File: src/rtl/serial_cfg_pkg.sv
package serial_cfg_pkg;
  localparam int SR_W    = 21;
  localparam int ADDR_W  = 2;
  localparam int PAY_W   = SR_W - ADDR_W;
  localparam int DIV_W   = 9;
  localparam int A1_W    = 5;
  localparam int A2_W    = 4;
  localparam int FR_W    = 5;
  localparam int DIV_MIN = 3;

  typedef enum logic [ADDR_W-1:0] {
    ADDR_CH1_R   = 2'b00,
    ADDR_CH1_MAF = 2'b01,
    ADDR_CH2_R   = 2'b10,
    ADDR_CH2_MAF = 2'b11
  } cfg_addr_e;
endpackage

File: src/rtl/serial_cfg_shift.sv
module serial_cfg_shift
  import serial_cfg_pkg::*;
#(
  parameter int W = SR_W
) (
  input  logic         clk_i,
  input  logic         rst_ni,
  input  logic         sdata_i,
  input  logic         le_i,
  output logic [W-1:0] shift_o,
  output logic         sout_o,
  output logic         load_o
);
  logic le_q;

  // reset le_q high so a strobe held through reset is not taken as an edge
  always_ff @(posedge clk_i or negedge rst_ni) begin
    if (!rst_ni) begin
      shift_o <= '0;
      le_q    <= 1'b1;
    end else begin
      le_q <= le_i;
      if (!le_i) shift_o <= {shift_o[W-2:0], sdata_i};
    end
  end

  // top bit launched on the falling edge for the next device in a chain
  always_ff @(negedge clk_i or negedge rst_ni) begin
    if (!rst_ni) sout_o <= 1'b0;
    else         sout_o <= shift_o[W-1];
  end

  assign load_o = le_i & ~le_q;
endmodule

File: src/rtl/serial_cfg_chan.sv
module serial_cfg_chan
  import serial_cfg_pkg::*;
#(
  parameter int        A_W      = A1_W,
  parameter cfg_addr_e R_ADDR   = ADDR_CH1_R,
  parameter cfg_addr_e MAF_ADDR = ADDR_CH1_MAF,
  localparam int       MAF_W    = DIV_W + A_W + FR_W
) (
  input  logic             clk_i,
  input  logic             rst_ni,
  input  logic             load_i,
  input  cfg_addr_e        addr_i,
  input  logic [DIV_W-1:0] r_i,
  input  logic [MAF_W-1:0] maf_i,
  output logic [DIV_W-1:0] r_o,
  output logic [DIV_W-1:0] m_o,
  output logic [A_W-1:0]   a_o,
  output logic [FR_W-1:0]  f_o
);
  always_ff @(posedge clk_i or negedge rst_ni) begin
    if (!rst_ni) begin
      r_o <= DIV_W'(DIV_MIN);
      m_o <= DIV_W'(DIV_MIN);
      a_o <= '0;
      f_o <= '0;
    end else begin
      if (load_i && addr_i == R_ADDR)   r_o <= r_i;
      if (load_i && addr_i == MAF_ADDR) {m_o, a_o, f_o} <= maf_i;
    end
  end
endmodule

File: src/rtl/serial_cfg_reg.sv
module serial_cfg_reg
  import serial_cfg_pkg::*;
(
  input  logic             clk_i,
  input  logic             rst_ni,
  input  logic             sdata_i,
  input  logic             le_i,
  input  logic             lock_i,
  output logic             sout_o,
  output logic [DIV_W-1:0] ch1_r_o,
  output logic [DIV_W-1:0] ch1_m_o,
  output logic [A1_W-1:0]  ch1_a_o,
  output logic [FR_W-1:0]  ch1_f_o,
  output logic [DIV_W-1:0] ch2_r_o,
  output logic [DIV_W-1:0] ch2_m_o,
  output logic [A2_W-1:0]  ch2_a_o,
  output logic [FR_W-1:0]  ch2_f_o
);
  localparam int MAF1_W = DIV_W + A1_W + FR_W;
  localparam int MAF2_W = DIV_W + A2_W + FR_W;

  logic [SR_W-1:0]  shift_w;
  logic [PAY_W-1:0] payload_w;
  cfg_addr_e        addr_w;
  logic             sout_w;
  logic             load_w;
  logic             out_sel_q;

  serial_cfg_shift #(.W(SR_W)) shift_i (
    .clk_i   (clk_i),
    .rst_ni  (rst_ni),
    .sdata_i (sdata_i),
    .le_i    (le_i),
    .shift_o (shift_w),
    .sout_o  (sout_w),
    .load_o  (load_w)
  );

  assign payload_w = shift_w[SR_W-1:ADDR_W];
  assign addr_w    = cfg_addr_e'(shift_w[ADDR_W-1:0]);

  serial_cfg_chan #(.A_W(A1_W), .R_ADDR(ADDR_CH1_R), .MAF_ADDR(ADDR_CH1_MAF)) ch1_i (
    .clk_i  (clk_i),
    .rst_ni (rst_ni),
    .load_i (load_w),
    .addr_i (addr_w),
    .r_i    (payload_w[DIV_W-1:0]),
    .maf_i  (payload_w[MAF1_W-1:0]),
    .r_o    (ch1_r_o),
    .m_o    (ch1_m_o),
    .a_o    (ch1_a_o),
    .f_o    (ch1_f_o)
  );

  serial_cfg_chan #(.A_W(A2_W), .R_ADDR(ADDR_CH2_R), .MAF_ADDR(ADDR_CH2_MAF)) ch2_i (
    .clk_i  (clk_i),
    .rst_ni (rst_ni),
    .load_i (load_w),
    .addr_i (addr_w),
    .r_i    (payload_w[DIV_W-1:0]),
    .maf_i  (payload_w[MAF2_W-1:0]),
    .r_o    (ch2_r_o),
    .m_o    (ch2_m_o),
    .a_o    (ch2_a_o),
    .f_o    (ch2_f_o)
  );

  // output select rides in the top payload bit of the channel-2 main word
  always_ff @(posedge clk_i or negedge rst_ni) begin
    if (!rst_ni)                                 out_sel_q <= 1'b0;
    else if (load_w && addr_w == ADDR_CH2_MAF)   out_sel_q <= payload_w[PAY_W-1];
  end

  assign sout_o = out_sel_q ? sout_w : lock_i;
endmodule

File: config.mk
export PLATFORM = sky130hd
export DESIGN_NAME = serial_cfg_reg
export DESIGN_NICKNAME = d
export VERILOG_FILES = /design/src/rtl/serial_cfg_pkg.sv /design/src/rtl/serial_cfg_shift.sv /design/src/rtl/serial_cfg_chan.sv /design/src/rtl/serial_cfg_reg.sv
export SDC_FILE = /design/constraint.sdc
export NUM_CORES = 1
export LEC_CHECK = 0
export CAP_MARGIN = 20
export CELL_PAD_IN_SITES_DETAIL_PLACEMENT = 1
export CELL_PAD_IN_SITES_GLOBAL_PLACEMENT = 2
export CORE_UTILIZATION = 40
export CTS_CLUSTER_DIAMETER = 80
export DETAILED_ROUTE_END_ITERATION = 16
export PLACE_DENSITY_LB_ADDON = 0.05
export SYNTH_ARGS = -nofsm -noshare
export SYNTH_HDL_FRONTEND = slang
export SYNTH_HIERARCHICAL = 1
export SYNTH_SLANG_ARGS = --single-unit
File: constraint.sdc
create_clock -name clk_i -period 4.1 [get_ports clk_i]
set_clock_uncertainty 0.05 [all_clocks]
set_input_delay 0.82 -clock clk_i [delete_from_list [all_inputs] [get_ports clk_i]]
set_output_delay 0.82 -clock clk_i [all_outputs]
set_load 0.02 [all_outputs]
; ---- Word-level counts from Yosys, hierarchy flattened
; Index checks and enable logic that the tools add are counted.
[classes]
eq_ne = 3
mux = 1
bitwise_logic = 2
reduce_logical = 5
[ops]
columns = operator, n
row1 = == test 2 bit (second input constant), 2
row2 = logical AND 1 bit, 4
row3 = == test 2 x 1 -> 1 bit (second input constant), 1
row4 = zero test 2 bit, 1
row5 = bitwise AND 1 bit, 1
row6 = two-way mux 1 bit, 1
row7 = NOT 1 bit, 1
[word_totals]
ff_bits = 79
input_bits = 5
output_inout_bits = 56

; ---- Logic depth before layout (Yosys ltp)
[logic_depth]
word_depth = 3
mapped_depth = 6
ltp_nobuf = 3

; ---- Hierarchy
; The synthesis kept the hierarchy.
[by_module_without_submodules]
columns = mod, n_inst, cells_per_inst, area_per_inst_um2, seq_area_each_um2
row1 = serial_cfg_chan at ch1_i, 1, 61, 1109.8, 705.7
row2 = serial_cfg_chan at ch2_i, 1, 57, 1062.3, 680.7
row3 = serial_cfg_shift, 1, 47, 842.1, 576.8
row4 = serial_cfg_reg, 1, 4, 56.3, 25.0

==> metrics.cfg <==
[status]
status = finished clean

[setup_path]
end_kind = output pin
reg2reg_from = shift_i/shift_o[20]$_DFFE_PN0N_
cp.arrival_ps = 3120
reg2reg_slack_ps = 1410
worst_setup_path_start_kind = flip-flop
criticalPathCategory = reg2out
critPathMaxFanout = 1
required_ps = 3230
worst_r2r_endpoint = shift_i/sout_o$_DFF_NN0_
reg2regPathDepth = 0

[global_route]
grt_first_pass_wirelength_um = 9853
grt_max_degree = 43
grt_pass1_vias = 1769
grt_overflow_total = 0
antenna_found_initial = 0
grt_use_total_pct = 17.20

[yosys]
avgSynthCellArea_um2 = 18.17
ys_seq_area_share_pct = 64.75
synth_top_area_share_pct = 56.23
synth.distinct_cells = 14
post-synth-top-area-cell = dfrtp_1
synth_nets = 174
synth-seq-cells = 79
synthCells = 169
synthTopCellsByArea = dfrtp_1, mux2_2, mux2_4
syn_area_um2 = 3070
yosys_warnings = 6

[floorplanning]
dieArea_um2 = 8031
rows = 31
initial_utilization_pct = 41.88
die_w_um = 89.62
io_pins = 61
die-height_um = 89.62
coreArea_um2 = 7331

[clocking]
numCtsBuffers = 9
clkTransAtPathRegs_ps = 80
insertion_delay_ps = 330
clock_sinks = 79
cts_tree = done
clock_path_buffers = 2
clock-root-buffer = clkbuf_8
cts_max_level = 3
postCtsSetupBuffers = 0

[detailed_routing]
routed_wl_um = 6041
drc = 0
viasPerCell = 4.854
drtAntennaViolNets = 0
drt-initial-drc-count = 47
wire_per_inst_um = 17.66
drtPass1Iterations = 2
vias = 1660

[power]
leakage_nw = 1.757
peakVddDrop_mv = 0.3280
power_density_nw_per_um2 = 843.3

[place]
place.gp.congestion = 0.6997
port_buffers = 60
dp_hpwl_um = 3986

[final_layout]
antennaDiodeCount = 0
area_growth_pct = 28.65
nets = 243
final_common_cell = dfrtp_1
layout_common_cells = dfrtp_1, clkdlybuf4s50_1, mux2_2
drive_gt1_share_pct = 46.09

[hold_path]
hold_start = ch2_i/r_o[5]$_DFFE_PN0P_
hold_depth = 1
holdPathEnd = ch2_i/r_o[5]$_DFFE_PN0P_
min-delay-path-class = reg2reg

[flow_run]
drv_cap = 0

[sta]
maxSlewHeadroom_pct = 43.02
tns_ps = 0
rsz0062_at_grt = false
final_hold_viol_count = 0
setup_viol = 0
holdWs_ps = 460.3
finalMaxSlewViolations = 0
worstMarginPinSlew_ps = 851.0

[where the power goes]
part | internal, mW | switching [mW]
clock | 0.295 | 0.274
sequential | 1.16 | 0.264
combinational | 0.769 | 0.567
[metrics by stage]
stage | utilization (%) | std cells | power [mW] | setup slack, ps | instance area (um2)
floorplan | - | 169 | 2.111 | 568.7 | 3070
global placement | 51.25 | 326 | 2.733 | 83.06 | 3757
detailed placement | 51.25 | 326 | 2.795 | 65.55 | 3757
CTS | 53.88 | 342 | 3.383 | 83.58 | 3950
global route | 53.88 | 342 | 3.535 | 74.64 | 3950
finish | 53.88 | 342 | 3.331 | 105.9 | 3950
[layer usage]
layer	GRT usage (%)	vias to the layer above	share of wire (%)	routed length, um
li1	-	736	-	-
met1	23.32	874	45	2713
met2	26.31	43	49	2966
met3	4.753	7	4.7	282
met4	6.926	0	1.3	78
met5	0	-	0	0
[flip-flops by register name, summed over array words and instances, names as in the netlist]
signal	cells
shift_i/le_q	1
ch1_i/r_o	9
shift_i/shift_o	21
shift_i/sout_o	1
ch2_i/r_o	9
ch1_i/f_o	5
ch2_i/f_o	5
out_sel_q	1
ch1_i/m_o	9
ch1_i/a_o	5
ch2_i/m_o	9
ch2_i/a_o	4
[worst max-delay path by stage]
| stage | from | end | slack, ps | depth (start not counted) |
|---|---|---|---|---|
| after floorplan | shift_i/sout_o$_DFF_NN0_ | sout_o | 570 | 1 |
| after detailed placement | shift_i/sout_o$_DFF_NN0_ | sout_o | 70 | 2 |
| after CTS | shift_i/sout_o$_DFF_NN0_ | sout_o | 80 | 2 |
| after global placement | shift_i/sout_o$_DFF_NN0_ | sout_o | 80 | 2 |
| after global routing | shift_i/sout_o$_DFF_NN0_ | sout_o | 70 | 2 |
| final | shift_i/sout_o$_DFF_NN0_ | sout_o | 110 | 2 |
[worst max-delay path: stages, from the launching register on]
cell     delay (ps)
dfrtn_1         320
mux2_2          270
buf_2           160
[layout make-up]
class | count | area, um2
Fill cell | 682 | 3381
Sequential cell | 79 | 1988
Multi-Input combinational cell | 84 | 1017
Timing Repair Buffer | 64 | 623.1
Clock buffer | 10 | 137.6
Tap cell | 99 | 123.9
Clock inverter | 6 | 60.06
[logic make-up after synthesis]
logic type,count (synthesis),share of synthesized area [%]
buffers and inverters,6,2.282
muxes,78,31.17
and+or+nand+nor,6,1.793
DFF,79,64.75
[cells in the mapped netlist]
cell       n
dfrtp_1   69
dfstp_2    9
mux2_4    21
nor3b_1    1
buf_12     1
buf_2      1
nand3b_1   1
buf_6      4
nand3_1    1
dfrtn_1    1
nand3b_2   1
nand3_4    1
mux2_2    57
nor2b_1    1
[repair_timing]
item	CTS	global route
endpoints found under the setup margin	1	0
resized for setup	4	0
hold buffers	0	0
No activity file was read; power rests on OpenSTA's default activity.
